`src/rtl/spim_pkg.sv`:
```
package spim_pkg;

    localparam int BUS_W  = 32;
    localparam int ADDR_W = 8;
    localparam int BYTE_W = 8;
    localparam int CTRL_W = 10;

    localparam logic [ADDR_W-1:0] OFS_GIE   = 8'h1C;
    localparam logic [ADDR_W-1:0] OFS_ISR   = 8'h20;
    localparam logic [ADDR_W-1:0] OFS_IER   = 8'h28;
    localparam logic [ADDR_W-1:0] OFS_SRST  = 8'h40;
    localparam logic [ADDR_W-1:0] OFS_CTRL  = 8'h60;
    localparam logic [ADDR_W-1:0] OFS_STAT  = 8'h64;
    localparam logic [ADDR_W-1:0] OFS_TXD   = 8'h68;
    localparam logic [ADDR_W-1:0] OFS_RXD   = 8'h6C;
    localparam logic [ADDR_W-1:0] OFS_SSEL  = 8'h70;
    localparam logic [ADDR_W-1:0] OFS_TXOCC = 8'h74;
    localparam logic [ADDR_W-1:0] OFS_RXOCC = 8'h78;

    localparam logic [BUS_W-1:0] SRST_KEY = 32'h0000_000A;

    // control word, bit 9 down to bit 0
    typedef struct packed {
        logic lsb_first;
        logic inhibit;
        logic manual_ss;
        logic rx_flush;
        logic tx_flush;
        logic cpha;
        logic cpol;
        logic master;
        logic enable;
        logic loopback;
    } ctrl_t;

    localparam ctrl_t CTRL_RST = ctrl_t'(10'h180);

    // status word, bit 5 down to bit 0
    typedef struct packed {
        logic slave_sel;
        logic mode_fault;
        logic tx_full;
        logic tx_empty;
        logic rx_full;
        logic rx_empty;
    } stat_t;

    typedef enum logic [3:0] {
        RS_NONE, RS_IRQ, RS_SRST, RS_CTRL, RS_STAT, RS_TXD,
        RS_RXD, RS_SSEL, RS_TXOCC, RS_RXOCC
    } reg_sel_e;

    function automatic reg_sel_e decode_addr(input logic [ADDR_W-1:0] a);
        reg_sel_e s;
        case (a)
            OFS_GIE, OFS_ISR, OFS_IER: s = RS_IRQ;
            OFS_SRST:  s = RS_SRST;
            OFS_CTRL:  s = RS_CTRL;
            OFS_STAT:  s = RS_STAT;
            OFS_TXD:   s = RS_TXD;
            OFS_RXD:   s = RS_RXD;
            OFS_SSEL:  s = RS_SSEL;
            OFS_TXOCC: s = RS_TXOCC;
            OFS_RXOCC: s = RS_RXOCC;
            default:   s = RS_NONE;
        endcase
        return s;
    endfunction

    // occupancy reads as count minus one, floored at zero
    function automatic logic [BUS_W-1:0] occ_word(input logic [15:0] cnt);
        logic [15:0] v;
        v = (cnt == 16'd0) ? 16'd0 : cnt - 16'd1;
        return {16'd0, v};
    endfunction

endpackage

```
`src/rtl/spim_fifo.sv`:
```
module spim_fifo #(
    parameter int W     = 8,
    parameter int DEPTH = 16
) (
    input  logic                         clk,
    input  logic                         rst,
    input  logic                         clr,
    input  logic                         push,
    input  logic [W-1:0]                 wdata,
    input  logic                         pop,
    output logic [W-1:0]                 head,
    output logic [$clog2(DEPTH+1)-1:0]   cnt,
    output logic                         empty,
    output logic                         full
);
    localparam int PW = $clog2(DEPTH);
    localparam int CW = $clog2(DEPTH+1);

    logic [W-1:0]  mem_q [DEPTH];
    logic [PW-1:0] wp_q, rp_q;
    logic [CW-1:0] cnt_q;
    logic          do_push, do_pop;

    assign empty   = (cnt_q == '0);
    assign full    = (cnt_q == CW'(DEPTH));
    assign do_push = push && !full;
    assign do_pop  = pop && !empty;
    assign head    = mem_q[rp_q];
    assign cnt     = cnt_q;

    always_ff @(posedge clk) begin
        if (rst || clr) begin
            wp_q  <= '0;
            rp_q  <= '0;
            cnt_q <= '0;
        end else begin
            if (do_push) begin
                wp_q <= (wp_q == PW'(DEPTH-1)) ? '0 : wp_q + 1'b1;
            end
            if (do_pop) begin
                rp_q <= (rp_q == PW'(DEPTH-1)) ? '0 : rp_q + 1'b1;
            end
            case ({do_push, do_pop})
                2'b10:   cnt_q <= cnt_q + 1'b1;
                2'b01:   cnt_q <= cnt_q - 1'b1;
                default: cnt_q <= cnt_q;
            endcase
        end
    end

    genvar gi;
    generate
        for (gi = 0; gi < DEPTH; gi++) begin : g_slot
            always_ff @(posedge clk) begin
                if (do_push && wp_q == PW'(gi)) begin
                    mem_q[gi] <= wdata;
                end
            end
        end
    endgenerate

    // occupancy never exceeds the queue depth
    p_fifo_bound_r3: assert property (@(posedge clk) disable iff (rst)
        cnt_q <= CW'(DEPTH));

endmodule

```
`src/rtl/spim_shift.sv`:
```
module spim_shift #(
    parameter int DIV_LOG2 = 1,
    parameter int W        = 8
) (
    input  logic         clk,
    input  logic         rst,
    input  logic         start,
    input  logic [W-1:0] tx_byte,
    input  logic         cpol,
    input  logic         cpha,
    input  logic         lsb_first,
    input  logic         loopback,
    input  logic         miso,
    output logic         busy,
    output logic         sclk,
    output logic         mosi,
    output logic         done,
    output logic [W-1:0] rx_byte
);
    localparam int EDGES = 2 * W;
    localparam int EW    = $clog2(EDGES);

    logic                busy_q, phase_q, done_q;
    logic [DIV_LOG2-1:0] tmr_q;
    logic [EW-1:0]       edge_q;
    logic [W-1:0]        sr_q, rsr_q;
    logic                tick, samp, last, rx_in;

    assign tick  = busy_q && (&tmr_q);
    assign samp  = (edge_q[0] == cpha);
    assign last  = (edge_q == EW'(EDGES-1));
    assign mosi  = lsb_first ? sr_q[0] : sr_q[W-1];
    assign rx_in = loopback ? mosi : miso;

    assign busy    = busy_q;
    assign sclk    = cpol ^ phase_q;
    assign done    = done_q;
    assign rx_byte = rsr_q;

    always_ff @(posedge clk) begin
        if (rst) begin
            busy_q  <= 1'b0;
            phase_q <= 1'b0;
            done_q  <= 1'b0;
            tmr_q   <= '0;
            edge_q  <= '0;
            sr_q    <= '0;
            rsr_q   <= '0;
        end else begin
            done_q <= tick && last;
            if (!busy_q && start) begin
                busy_q  <= 1'b1;
                sr_q    <= tx_byte;
                tmr_q   <= '0;
                edge_q  <= '0;
                phase_q <= 1'b0;
            end else if (busy_q) begin
                tmr_q <= tmr_q + 1'b1;
                if (tick) begin
                    phase_q <= ~phase_q;
                    edge_q  <= edge_q + 1'b1;
                    if (samp) begin
                        rsr_q <= lsb_first ? {rx_in, rsr_q[W-1:1]}
                                           : {rsr_q[W-2:0], rx_in};
                    end else if (edge_q != '0 && !last) begin
                        sr_q <= lsb_first ? (sr_q >> 1) : (sr_q << 1);
                    end
                    if (last) begin
                        busy_q <= 1'b0;
                    end
                end
            end
        end
    end

    // after a whole byte the clock phase is back at its idle level
    p_phase_home_r5: assert property (@(posedge clk) disable iff (rst)
        done_q |-> !phase_q);

    // the half-period timer only runs while a byte is in flight
    p_timer_idle_r5: assert property (@(posedge clk) disable iff (rst)
        !busy_q && !$past(busy_q) |-> tmr_q == '0);

endmodule

```
`src/rtl/spim_top.sv`:
```
module spim_top
    import spim_pkg::*;
#(
    parameter int DIV_LOG2   = 1,
    parameter int NSS        = 4,
    parameter int FIFO_DEPTH = 16
) (
    input  logic              clk,
    input  logic              rst,
    input  logic              bus_wr,
    input  logic              bus_rd,
    input  logic [7:0]        bus_addr,
    input  logic [31:0]       bus_wdata,
    output logic [31:0]       bus_rdata,
    output logic              sclk,
    output logic              mosi,
    input  logic              miso,
    output logic [NSS-1:0]    ss_n
);
    localparam int CW = $clog2(FIFO_DEPTH+1);

    reg_sel_e         sel;
    ctrl_t            ctrl_q, ctrl_wr;
    stat_t            stat;
    logic [NSS-1:0]   ssr_q;
    logic             soft_q, rst_int;
    logic [BUS_W-1:0] rdata_q;

    logic             tx_push, tx_pop, tx_clr, tx_empty, tx_full;
    logic             rx_pop, rx_clr, rx_empty, rx_full;
    logic [BYTE_W-1:0] tx_head, rx_head, sh_rx;
    logic [CW-1:0]    tx_cnt, rx_cnt;
    logic             sh_busy, sh_done, go;

    assign sel     = decode_addr(bus_addr);
    assign ctrl_wr = ctrl_t'(bus_wdata[CTRL_W-1:0]);
    assign rst_int = rst || soft_q;

    // keyed soft reset: one-cycle pulse that resets everything next edge
    always_ff @(posedge clk) begin
        if (rst) begin
            soft_q <= 1'b0;
        end else begin
            soft_q <= bus_wr && (sel == RS_SRST) && (bus_wdata == SRST_KEY);
        end
    end

    always_ff @(posedge clk) begin
        if (rst_int) begin
            ctrl_q <= CTRL_RST;
            ssr_q  <= '1;
        end else if (bus_wr) begin
            if (sel == RS_CTRL) begin
                ctrl_q          <= ctrl_wr;
                ctrl_q.tx_flush <= 1'b0;
                ctrl_q.rx_flush <= 1'b0;
            end
            if (sel == RS_SSEL) begin
                ssr_q <= bus_wdata[NSS-1:0];
            end
        end
    end

    assign tx_clr  = bus_wr && (sel == RS_CTRL) && ctrl_wr.tx_flush;
    assign rx_clr  = bus_wr && (sel == RS_CTRL) && ctrl_wr.rx_flush;
    assign tx_push = bus_wr && (sel == RS_TXD);
    assign rx_pop  = bus_rd && (sel == RS_RXD) && !rx_empty;
    assign go      = ctrl_q.enable && ctrl_q.master && !ctrl_q.inhibit
                     && !tx_empty && !sh_busy;
    assign tx_pop  = go;

    spim_fifo #(.W(BYTE_W), .DEPTH(FIFO_DEPTH)) u_txq (
        .clk(clk), .rst(rst_int), .clr(tx_clr),
        .push(tx_push), .wdata(bus_wdata[BYTE_W-1:0]),
        .pop(tx_pop), .head(tx_head), .cnt(tx_cnt),
        .empty(tx_empty), .full(tx_full)
    );

    spim_fifo #(.W(BYTE_W), .DEPTH(FIFO_DEPTH)) u_rxq (
        .clk(clk), .rst(rst_int), .clr(rx_clr),
        .push(sh_done), .wdata(sh_rx),
        .pop(rx_pop), .head(rx_head), .cnt(rx_cnt),
        .empty(rx_empty), .full(rx_full)
    );

    spim_shift #(.DIV_LOG2(DIV_LOG2), .W(BYTE_W)) u_shift (
        .clk(clk), .rst(rst_int), .start(go), .tx_byte(tx_head),
        .cpol(ctrl_q.cpol), .cpha(ctrl_q.cpha),
        .lsb_first(ctrl_q.lsb_first), .loopback(ctrl_q.loopback),
        .miso(miso), .busy(sh_busy), .sclk(sclk), .mosi(mosi),
        .done(sh_done), .rx_byte(sh_rx)
    );

    always_comb begin
        stat            = '0;
        stat.slave_sel  = 1'b1;
        stat.mode_fault = 1'b0;
        stat.tx_full    = tx_full;
        stat.tx_empty   = tx_empty;
        stat.rx_full    = rx_full;
        stat.rx_empty   = rx_empty;
    end

    assign ss_n = (ctrl_q.manual_ss || sh_busy) ? ssr_q : '1;

    always_ff @(posedge clk) begin
        if (rst_int) begin
            rdata_q <= '0;
        end else if (bus_rd) begin
            case (sel)
                RS_CTRL:  rdata_q <= {{(BUS_W-CTRL_W){1'b0}}, ctrl_q};
                RS_STAT:  rdata_q <= {{(BUS_W-6){1'b0}}, stat};
                RS_RXD:   rdata_q <= rx_empty ? '0 : {{(BUS_W-BYTE_W){1'b0}}, rx_head};
                RS_SSEL:  rdata_q <= {{(BUS_W-NSS){1'b0}}, ssr_q};
                RS_TXOCC: rdata_q <= occ_word(16'(tx_cnt));
                RS_RXOCC: rdata_q <= occ_word(16'(rx_cnt));
                default:  rdata_q <= '0;
            endcase
        end
    end

    assign bus_rdata = rdata_q;

    // a byte starts only under enable, master and no inhibit
    p_no_start_gated_r4: assert property (@(posedge clk) disable iff (rst)
        $rose(sh_busy) |-> $past(ctrl_q.enable && ctrl_q.master && !ctrl_q.inhibit));

    // a finished byte lands in a non-full receive queue
    p_push_per_byte_r6: assert property (@(posedge clk) disable iff (rst)
        $past(sh_done && !rx_full && !rx_pop && !rx_clr && !rst_int)
        |-> rx_cnt == $past(rx_cnt) + CW'(1));

    // the keyed pulse leaves the control register at its reset value
    p_soft_reset_r11: assert property (@(posedge clk) disable iff (rst)
        $past(soft_q) |-> ctrl_q == CTRL_RST && ssr_q == '1);

    // automatic select mode keeps all selects high when idle
    p_auto_ss_idle_r10: assert property (@(posedge clk) disable iff (rst)
        !$past(ctrl_q.manual_ss) && !$past(sh_busy) && !$past(rst_int)
        && !ctrl_q.manual_ss && !sh_busy |-> ss_n == '1);

endmodule

```
`config.mk`:
```
export PLATFORM = sky130hd
export DESIGN_NAME = spim_top
export DESIGN_NICKNAME = d
export VERILOG_FILES = /design/src/rtl/spim_pkg.sv /design/src/rtl/spim_fifo.sv /design/src/rtl/spim_shift.sv /design/src/rtl/spim_top.sv
export SDC_FILE = /design/constraint.sdc
export NUM_CORES = 1
export LEC_CHECK = 0
export BUFFER_PORTS_ARGS = -buffer_cell sky130_fd_sc_hd__buf_2
export CAP_MARGIN = 15
export CORE_MARGIN = 2
export CORE_UTILIZATION = 35
export DETAILED_ROUTE_END_ITERATION = 12
export PLACE_DENSITY = 0.54
export REMOVE_ABC_BUFFERS = 1
export SETUP_SLACK_MARGIN = 0.05
export SLEW_MARGIN = 15
export SYNTH_ARGS = -nofsm -noshare
export SYNTH_HDL_FRONTEND = slang
export SYNTH_SLANG_ARGS = --single-unit
```
`constraint.sdc`:
```
create_clock -name clk -period 5.04 [get_ports clk]
set_input_delay 1.008 -clock clk [delete_from_list [all_inputs] [get_ports clk]]
set_output_delay 1.008 -clock clk [all_outputs]
set_load 0.005 [all_outputs]
```
==> results.md, run 1 <==
* Layout cells sized above 1 at 0.2170
* Critical Path AT at about 4.3 ns
* Reg2Reg Depth at 13
* NumNets Final at 1119
* Hold_ws at ~0.48 ns
* Synth cell types at 70
* Final WS setup at approximately 1.3 ns
* IR drop worst, VDD at 248.0 uV
* Via count at 8463
* Total grt overflow at 0
* Fin area at 16540 um^2
* Sequential share of the synthesized area at 0.6425
* Least-Margin Pin Slew at 0.9582 ns
* Placed Instance Area at 15320 um^2
* Clk pin slew, worst setup/hold paths at 0.06 ns
* Drt drc at 0
* Tcrit/Tclk final at 0.7501
* CP Launch Type: input port
* Initial core utilization at 0.3548
* Max-slew headroom at 0.3604
* CTS tree: done
* Final setup fails at 0
* First-pass DRT Iterations at 5
* Top_reg_cell synth: edfxtp_1
* Starting DRT DRC Count at 622
* Finished Core Util at 0.4042
* Skew-Pair Late Insertion Delay at 0.56 ns
* Die height at 207.7 um
* Syn Area/Cell at between 10 and 15 um^2
* Antenna violations before repair at 1
* Max-slew violations at 0
* Post-synth ARST share at 0
* Synth Warn # at 0
* Crit. End Element: flop
* Die Wd at 207.7 um
* Setup Total Neg Slack at 0 ns
* Setup WS pre-CTS at 0.7322 ns
* Hold path startpoint: ctrl_q[2]
* Final HPWL DP at 23.17 mm
* Clock Sinks at 338
* Inserted Clock Buffers at 38
* Post-synth top area share at 0.5294
* WP data required at 5.51 ns
* Fin. Hold Viols at 0
* Final period demand of the worst path at 3.781 ns
* Worst Hold End: ctrl_q[2]
* H-tree depth at 2
* RePlAce Congestion at 0.8330
* Final WL at 34.16 mm
* EDFF count, synth at 256
* Reg2reg end: u_txq.cnt[4]
* RR Startpoint: u_txq.cnt[1]
* Max Clock Freq at 0.2645 GHz
* ANT nets after route at 0
* Most common cell in the netlist: edfxtp_1
* Number of max-cap violations at 0
* Total die area at between 40000 and 50000 um^2
* Yosys top cell by area: edfxtp_1
* Largest cells by area after synthesis: edfxtp_1 (53%), mux4_2 (12%), dfxtp_1 (11%)
* Worst R2R Setup Slack at approximately 1.4 ns
* Synth Cell Area at 14520 um^2
* Most frequent cells after synthesis: edfxtp_1 (256), dfxtp_1 (82), mux4_2 (76), nor2_1 (65), nand2_1 (59)
* Row cnt at 74
* Drt via density at roughly 5.2
* Largest net degree at the start of global routing at 30
* Diodes inserted at 0
* Vias in the first global route at roughly 8400
* Crit Path Max Fanout at 14
* CTS Hold Bufs at 0
* Root Buffer: clkbuf_16
* #FFs+latches synth at 338
* Setup Buffers After CTS at 0
* Bufs on Longest Clock Path at 3
* RSZ-0062 raised after global routing: no
* Routed length per instance at 21.15 um
* First-pass GRT wire length at approximately 52 mm
* Critical path class: in -> reg
* # IOs at 83
* Post-synthesis cell count at between 900 and 1000
* Pwr Density at 349.9 nW/um^2
* Final clock skew at between 0.015 and 0.02 ns
* Status: completed
* Post-cts sizing count at 0
* All-Layer GR Usage at 0.1586
* P&R area growth vs syn at 13.93%
* Min-Delay Path Class: reg -> reg
* Worst hold path depth at 2
* Core area at 40920 um^2
* Input/output buffers at 66
* Leakage at 5.391 nW
-- area by class of cell --
cell class | count | area (um^2)
inverters | 23 | 86.33
clock inverters | 26 | 250.2
multi-input cells | 569 | 4775
flip-flops and latches | 338 | 9331
fillers | 3780 | 24380
well taps | 532 | 665.6
repair buffers | 84 | 465.4
clock buffers | 43 | 969.7
-- placed cells by master (no fill, tap or decap), types with 24 or more instances in the layout --
cell and count:
dfxtp_1 80, mux2i_1 24, clkbuf_16 38, buf_2 66, nor2_1 65, o21ai_0 35, mux4_2 76, a21oi_1 37
nand2_1 59, edfxtp_1 256, nand3_1 31
-- power by group --
| part | switching, mW | leakage (nW) | internal, mW |
|---|---|---|---|
| Sequential | 0.00227 | 3.00 | 2.97 |
| Clock | 1.15 | 0.595 | 1.56 |
| Combinational | 0.0719 | 1.80 | 0.0281 |
| Total | 1.23 | 5.39 | 4.56 |
-- how the worst max path moves through the flow --
stage | endpoint | cells after the start | slack (ns) | from
after floorplan | u_txq.cnt[4] | 13 | 0.91 | bus_addr[7]
after global placement | u_txq.cnt[4] | 14 | 0.79 | bus_addr[4]
after detailed placement | u_txq.cnt[4] | 14 | 0.73 | bus_addr[4]
after CTS | u_txq.cnt[4] | 14 | 1.30 | bus_addr[4]
after global routing | u_txq.cnt[4] | 14 | 1.05 | bus_addr[4]
final | u_txq.cnt[4] | 14 | 1.26 | bus_addr[4]
-- stage by stage --
| stage | cells | power, mW |
|---|---|---|
| finish | 1615 | 5.788 |
| floorplan | 930 | 3.068 |
| global route | 1615 | 5.977 |
| detailed placement | 1546 | 3.136 |
| CTS | 1615 | 5.858 |
| global placement | 1545 | 3.135 |
-- state kept, by name, indices dropped and copies added (netlist names), 5 cells and up, named ones only --
name / cells
u_txq.mem_q: 128
u_rxq.mem_q: 128
u_shift.rx_byte: 8
bus_rdata: 11
ctrl_q: 8
u_txq.cnt: 5
u_rxq.cnt: 5
u_shift.sr_q: 8
-- metal layers --
metal	part of all wire	vias to the layer above	track usage	routed length (um)
li1	-	3948	-	-
met1	0.46	4287	0.2196	15840
met2	0.47	179	0.2567	16180
met3	0.043	47	0.02799	1463
met4	0.019	2	0.04622	657
met5	0.00038	-	0	13
-- cells by family (layout without fill, tap and decap cells) --
logic type | after synthesis | in the layout | share of synthesized area
other | 1 | 16 | 0.0002583
buffers and inverters | 99 | 176 | 0.03257
AO/OA/AOI/OAI | 128 | 128 | 0.05653
AND/OR/NAND/NOR | 281 | 281 | 0.1015
flip-flops | 338 | 338 | 0.6425
adder cells (fa/ha/maj) | 20 | 20 | 0.01723
multiplexers | 103 | 103 | 0.1368
XOR/XNOR | 21 | 21 | 0.01267
-- critical path: stages --
cell      delay (ns)
buf_2           0.24
nand2b_1        0.13
o32a_1          0.34
or4_1           0.64
nor2_2          0.18
inv_1           0.08
ha_1            0.28
xor2_1          0.18
ha_1            0.20
a21oi_1         0.25
a32o_1          0.21
a21oi_1         0.05
or3_1           0.32
a21oi_1         0.14
Power figures use the tool's default switching activity.
==> inputs of run 2 (changes only) <==
==> constraint.sdc (replaced) <==
create_clock -name clk -period 3.6 [get_ports clk]
set_input_delay 0.72 -clock clk [delete_from_list [all_inputs] [get_ports clk]]
set_output_delay 0.72 -clock clk [all_outputs]
set_load 0.005 [all_outputs]
==> results.md, run 2 (synthesized netlist as in run 1, its figures left out) <==
* Layout cells sized above 1 at 0.2299 (+0.01287)
* CP Launch Type: flop
* Number of max-cap violations at 0 (unchanged)
* Setup Buffers After CTS at 0 (unchanged)
* Setup WS pre-CTS at 0.03958 ns (-0.6926 ns)
* Crit Path Max Fanout at 7 (-7)
* Total grt overflow at 0 (unchanged)
* Starting DRT DRC Count at 493 (-21%)
* Min-Delay Path Class: reg -> reg
* Pwr Density at 473.9 nW/um^2 (+35%)
* Setup Total Neg Slack at 0 ns (unchanged)
* Row cnt at 74 (unchanged)
* RR Startpoint: u_rxq.cnt[1]
* Final setup fails at 0 (unchanged)
* Input/output buffers at 66 (unchanged)
* Final WL at 34.28 mm (+0.36%)
* Via count at 8540 (+0.91%)
* Max-slew violations at 0 (unchanged)
* H-tree depth at 2 (unchanged)
* CTS tree: done
* Routed length per instance at 20.94 um (-0.99%)
* Tcrit/Tclk final at 0.8837
* First-pass DRT Iterations at 5 (unchanged)
* Clock Sinks at 338 (unchanged)
* Bufs on Longest Clock Path at 3 (unchanged)
* Sw frac at 0.2102 (-0.001653)
* Sequential share of power at 0.528 (+0.014)
* IR drop worst, VDD at 330.8 uV (+33%)
* Least-Margin Pin Slew at 0.9892 ns (+0.03101 ns)
* Antenna violations before repair at 2 (+1)
* Initial core utilization at 0.3548 (unchanged)
* Inserted Clock Buffers at 38 (unchanged)
* Leading cell type in the layout, fill and taps excluded: edfxtp_1
* Switch Pwr at 1.658 mW (+35%)
* # IOs at 83 (unchanged)
* Clock power share at 0.453 (-0.015)
* RSZ-0062 raised after global routing: no
* P&R area growth vs syn at 14.61%
* Total die area at 43130 um^2 (unchanged)
* Crit path from: u_rxq.cnt[1]
* Drt drc at 0 (unchanged)
* Comb pwr share at 0.019 (+0.002)
* Internal Dissipation at 6.229 mW (+37%)
* Root Buffer: clkbuf_16
* Max Clock Freq at 0.3143 GHz
* RePlAce Congestion at 0.8869 (+6.5%)
* NumNets Final at 1141 (+2.0%)
* Final period demand of the worst path at 3.181 ns
* CTS Hold Bufs at 0 (unchanged)
* Final WS setup at 0.4186 ns (-0.8407 ns)
* Vias in the first global route at 8488 (+0.90%)
* Die Wd at 207.7 um (unchanged)
* Leakage at 5.463 nW (+1.3%)
* Clk pin slew, worst setup/hold paths at 0.06 ns (about the same)
* Hold path startpoint: bus_rdata[7]
* Drt via density at 5.217 (-0.45%)
* Largest net degree at the start of global routing at 33 (+10%)
* WP data required at 4.09 ns (-1.42 ns)
* Skew-Pair Late Insertion Delay at 0.56 ns (about the same)
* Core area at 40920 um^2 (unchanged)
* Post-cts sizing count at 0 (unchanged)
* ANT nets after route at 0 (unchanged)
* First-pass GRT wire length at 52.28 mm (-0.18%)
* Critical Path AT at 3.68 ns (-0.57 ns)
* Final HPWL DP at 23.48 mm (+1.3%)
* Fin. Hold Viols at 0 (unchanged)
* Die height at 207.7 um (unchanged)
* Final clock skew at 0.01973 ns (+0.001944 ns)
* Status: completed
* Critical path class: reg -> reg
* All-Layer GR Usage at 0.1590 (+0.0003626)
* Crit. End Element: flop
* Most frequent cells in the layout: edfxtp_1 (256), dfxtp_1 (80), mux4_2 (76)
* Max-slew headroom at 0.3397 (-0.02070)
* Diodes inserted at 0 (unchanged)
==> run 2: changes by cell type in the layout (fill, tap and decap cells not counted), sizes merged <==
cell,change
clkbuf,+11
clkinvlp,-1
inv,-4
clkinv,-3
bufinv,-3
buf,+22
==> run 2: critical path: stages, from the launching register on <==
cell	delay, ns
dfxtp_1	0.36
inv_1	0.10
ha_1	0.26
or4b_2	0.68
nand2_1	0.14
nor4_1	0.08
ha_1	0.22
xor2_1	0.15
ha_1	0.18
a21oi_1	0.23
a32o_1	0.21
a21oi_1	0.05
or3_1	0.32
a21oi_1	0.14
==> run 2: worst paths after layout <==
check                                     to  slack (ns)  depth (start not counted)
worst max-delay path            u_rxq.cnt[4]        0.42                         13
worst min-delay path            bus_rdata[7]        0.48                          2
worst max register to register  u_rxq.cnt[4]        0.42                         13
worst min register to register  bus_rdata[7]        0.48                          2
==> run 2: routing by layer <==
metal	part of all wire	wire (um)	vias to the layer above	global-route usage
li1	-	-	3999	-
met1	0.45	15400	4295	0.2146
met2	0.48	16540	184	0.2623
met3	0.046	1572	58	0.03116
met4	0.022	741	4	0.04402
met5	0.00079	27	-	0
==> run 2: stage by stage <==
step / total power [mW] / area, um^2 / utilization / hold slack (ns) / cells
floorplan: 4.295 / 14190 / - / 0.4442 / 930
global placement: 4.397 / 15490 / 0.3785 / 0.4633 / 1568
detailed placement: 4.400 / 15490 / 0.3785 / 0.4629 / 1568
CTS: 7.983 / 16640 / 0.4066 / 0.4770 / 1637
global route: 8.151 / 16640 / 0.4067 / 0.5105 / 1637
finish: 7.887 / 16640 / 0.4067 / 0.4797 / 1637
==> run 2: power groups by stage <==
stage          sequential, mW  combinational [mW]  clock, mW
6_report                 4.17               0.150       3.57
5_1_grt                  4.16               0.164       3.82
4_1_cts                  4.17               0.150       3.67
3_5_place_dp             4.25               0.150          0
3_3_place_gp             4.25               0.148          0
2_1_floorplan            4.25              0.0447          0
==> run 2: final cells by class <==
cell class	count	area (um^2)
fillers	3761	24280
repair buffers	106	630.6
inverters	23	86.33
clock buffers	54	1031
clock inverters	15	120.1
flip-flops and latches	338	9331
well taps	532	665.6
multi-input cells	569	4777
==> inputs of run 3 (changes only) <==
--- a/config.mk
+++ b/config.mk
@@ -9,6 +9,7 @@
 export CAP_MARGIN = 15
 export CORE_MARGIN = 2
 export CORE_UTILIZATION = 35
+export CTS_BUF_LIST = sky130_fd_sc_hd__clkbuf_8
 export DETAILED_ROUTE_END_ITERATION = 12
 export PLACE_DENSITY = 0.54
 export REMOVE_ABC_BUFFERS = 1
==> results.md, run 3 (synthesized netlist as in run 1, its figures left out) <==
* ANT nets after route at 0 (unchanged)
* Pwr Density at 460.9 nW/um^2 (-2.7%)
* Critical path class: reg -> reg
* Clock Sinks at 338 (unchanged)
* Most frequent cells in the layout: edfxtp_1 (256), dfxtp_1 (80), mux4_2 (76)
* Drt via density at 5.141 (-1.5%)
* Total die area at 43130 um^2 (unchanged)
* CP Launch Type: flop
* Clk pin slew, worst setup/hold paths at 0.06 ns (about the same)
* Crit. End Element: flop
* Max-slew headroom at 0.3418 (+0.002154)
* Final period demand of the worst path at 3.194 ns (+0.01245 ns)
* CTS tree: done
* Largest net degree at the start of global routing at 33 (unchanged)
* Worst hold path depth at 3 (+1)
* Worst Hold End: ctrl_q[8]
* Root Buffer: clkbuf_8
* Post-cts sizing count at 0 (unchanged)
* Fin cells at 1672 (+2.1%)
* Drt drc at 0 (unchanged)
* Die Wd at 207.7 um (unchanged)
* Min-Delay Path Class: in -> reg
* P&R area growth vs syn at 14.32%
* Total grt overflow at 0 (unchanged)
* First-pass GRT wire length at 52.51 mm (+0.44%)
* RSZ-0062 raised after global routing: no
* Input/output buffers at 66 (unchanged)
* Fill count at 3777 (+0.43%)
* Worst R2R Setup Slack at 0.41 ns (about the same)
* Bufs on Longest Clock Path at 3 (unchanged)
* # IOs at 83 (unchanged)
* Final setup fails at 0 (unchanged)
* Reg2reg end: u_rxq.cnt[4]
* Vias in the first global route at 8688 (+2.4%)
* H-tree depth at 2 (unchanged)
* Max-slew violations at 0 (unchanged)
* Status: completed
* Row cnt at 74 (unchanged)
* Max Clock Freq at 0.3131 GHz (-0.39%)
* Leading cell type in the layout, fill and taps excluded: edfxtp_1
* Critical Path AT at 3.75 ns (+0.07 ns)
* CTS Hold Bufs at 0 (unchanged)
* Starting DRT DRC Count at 539 (+9.3%)
* RePlAce Congestion at 0.8869 (unchanged)
* Fin area at 16600 um^2 (-0.26%)
* Placed Instance Area at 15490 um^2 (unchanged)
* Skew-Pair Late Insertion Delay at 0.64 ns (+0.08 ns)
* Inserted Clock Buffers at 56 (+47%)
* First-pass DRT Iterations at 5 (unchanged)
* Initial core utilization at 0.3548 (unchanged)
* Layout cells sized above 1 at 0.2414 (+0.01158)
* Crit Path Max Fanout at 7 (unchanged)
* Final WL at 34.47 mm (+0.56%)
* Number of max-cap violations at 0 (unchanged)
* IR drop worst, VDD at 268.0 uV (-19%)
* All-Layer GR Usage at 0.1590 (about the same)
* Hold path startpoint: bus_wdata[8]
* Post-layout power at 7.651 mW (-3.0%)
* Tcrit/Tclk final at 0.8872 (+0.003458)
* Final HPWL DP at 23.48 mm (unchanged)
* WP data required at 4.16 ns (+0.07 ns)
* Routed length per instance at 20.62 um (-1.5%)
* Die height at 207.7 um (unchanged)
* Fin. Hold Viols at 0 (unchanged)
* Leakage at 5.535 nW (+1.3%)
* Via count at 8596 (+0.66%)
* Reg2Reg Depth at 13 (unchanged)
* Core area at 40920 um^2 (unchanged)
* Antenna violations before repair at 3 (+1)
* RR Startpoint: u_rxq.cnt[1]
* Placed insts at 1568 (unchanged)
* Final clock skew at 0.01297 ns (-0.006765 ns)
* Least-Margin Pin Slew at 0.9859 ns (-0.003226 ns)
* Setup Buffers After CTS at 0 (unchanged)
* NumNets Final at 1159 (+1.6%)
run 3: cell types whose count changed in the layout (fill, tap and decap cells not counted), sizes merged:
cell	change
clkinvlp	+1
bufinv	+4
diode	+1
clkbuf	+5
inv	+22
clkinv	+2
run 3: how the worst max path moves through the flow:
| stage | from | to | slack, ns | cells after the start |
|---|---|---|---|---|
| after floorplan | bus_addr[7] | u_txq.cnt[4] | -0.24 | 13 |
| final | u_rxq.cnt[1] | u_rxq.cnt[4] | 0.41 | 13 |
| after CTS | u_rxq.cnt[1] | u_rxq.cnt[4] | 0.43 | 13 |
| after global routing | u_txq.cnt[1] | u_txq.cnt[4] | 0.13 | 16 |
| after detailed placement | bus_addr[5] | u_txq.cnt[4] | 0.04 | 14 |
| after global placement | bus_addr[5] | u_txq.cnt[4] | 0.07 | 14 |
run 3: layer usage:
| metal | GRT usage | wire (um) |
|---|---|---|
| met5 | 0 | 27 |
| met4 | 0.04182 | 476 |
| met3 | 0.03132 | 1428 |
| met2 | 0.2641 | 16740 |
| met1 | 0.2138 | 15800 |
run 3: per-stage QoR:
step / util / worst slack, ns / TNS [ns] / hold slack [ns]
2_1_floorplan: - / -0.2437 / -0.2510 / 0.4442
3_3_place_gp: 0.3785 / 0.07244 / 0 / 0.4633
5_1_grt: 0.4056 / 0.1334 / 0 / 0.4106
6_report: 0.4056 / 0.4061 / 0 / 0.4140
4_1_cts: 0.4055 / 0.4306 / 0 / 0.3829
3_5_place_dp: 0.3785 / 0.03958 / 0 / 0.4629
run 3: critical path, cell delays in order (launching register included):
cell and delay [ns]:
dfxtp_1 0.36, inv_1 0.10, ha_1 0.26, or4b_2 0.68, nand2_1 0.14, nor4_1 0.08
ha_1 0.23, xor2_1 0.15, ha_1 0.18, a21oi_1 0.23, a32o_1 0.21, a21oi_1 0.05
or3_1 0.32, a21oi_1 0.14
run 3: layout make-up:
class | instances | area (um^2) | area share
diodes | 1 | 2.502 | 0.0001507
inverters | 23 | 86.33 | 0.005201
flip-flops and latches | 338 | 9331 | 0.5621
well taps | 532 | 665.6 | 0.04010
repair buffers | 106 | 630.6 | 0.03799
multi-input cells | 569 | 4777 | 0.2878
clock inverters | 44 | 294.0 | 0.01771
clock buffers | 59 | 812.0 | 0.04892
run 3: power by group:
part / internal, mW / switching [mW]
clock: 1.81 / 1.53
sequential: 4.17 / 0.00294
combinational: 0.0470 / 0.103
total: 6.02 / 1.63
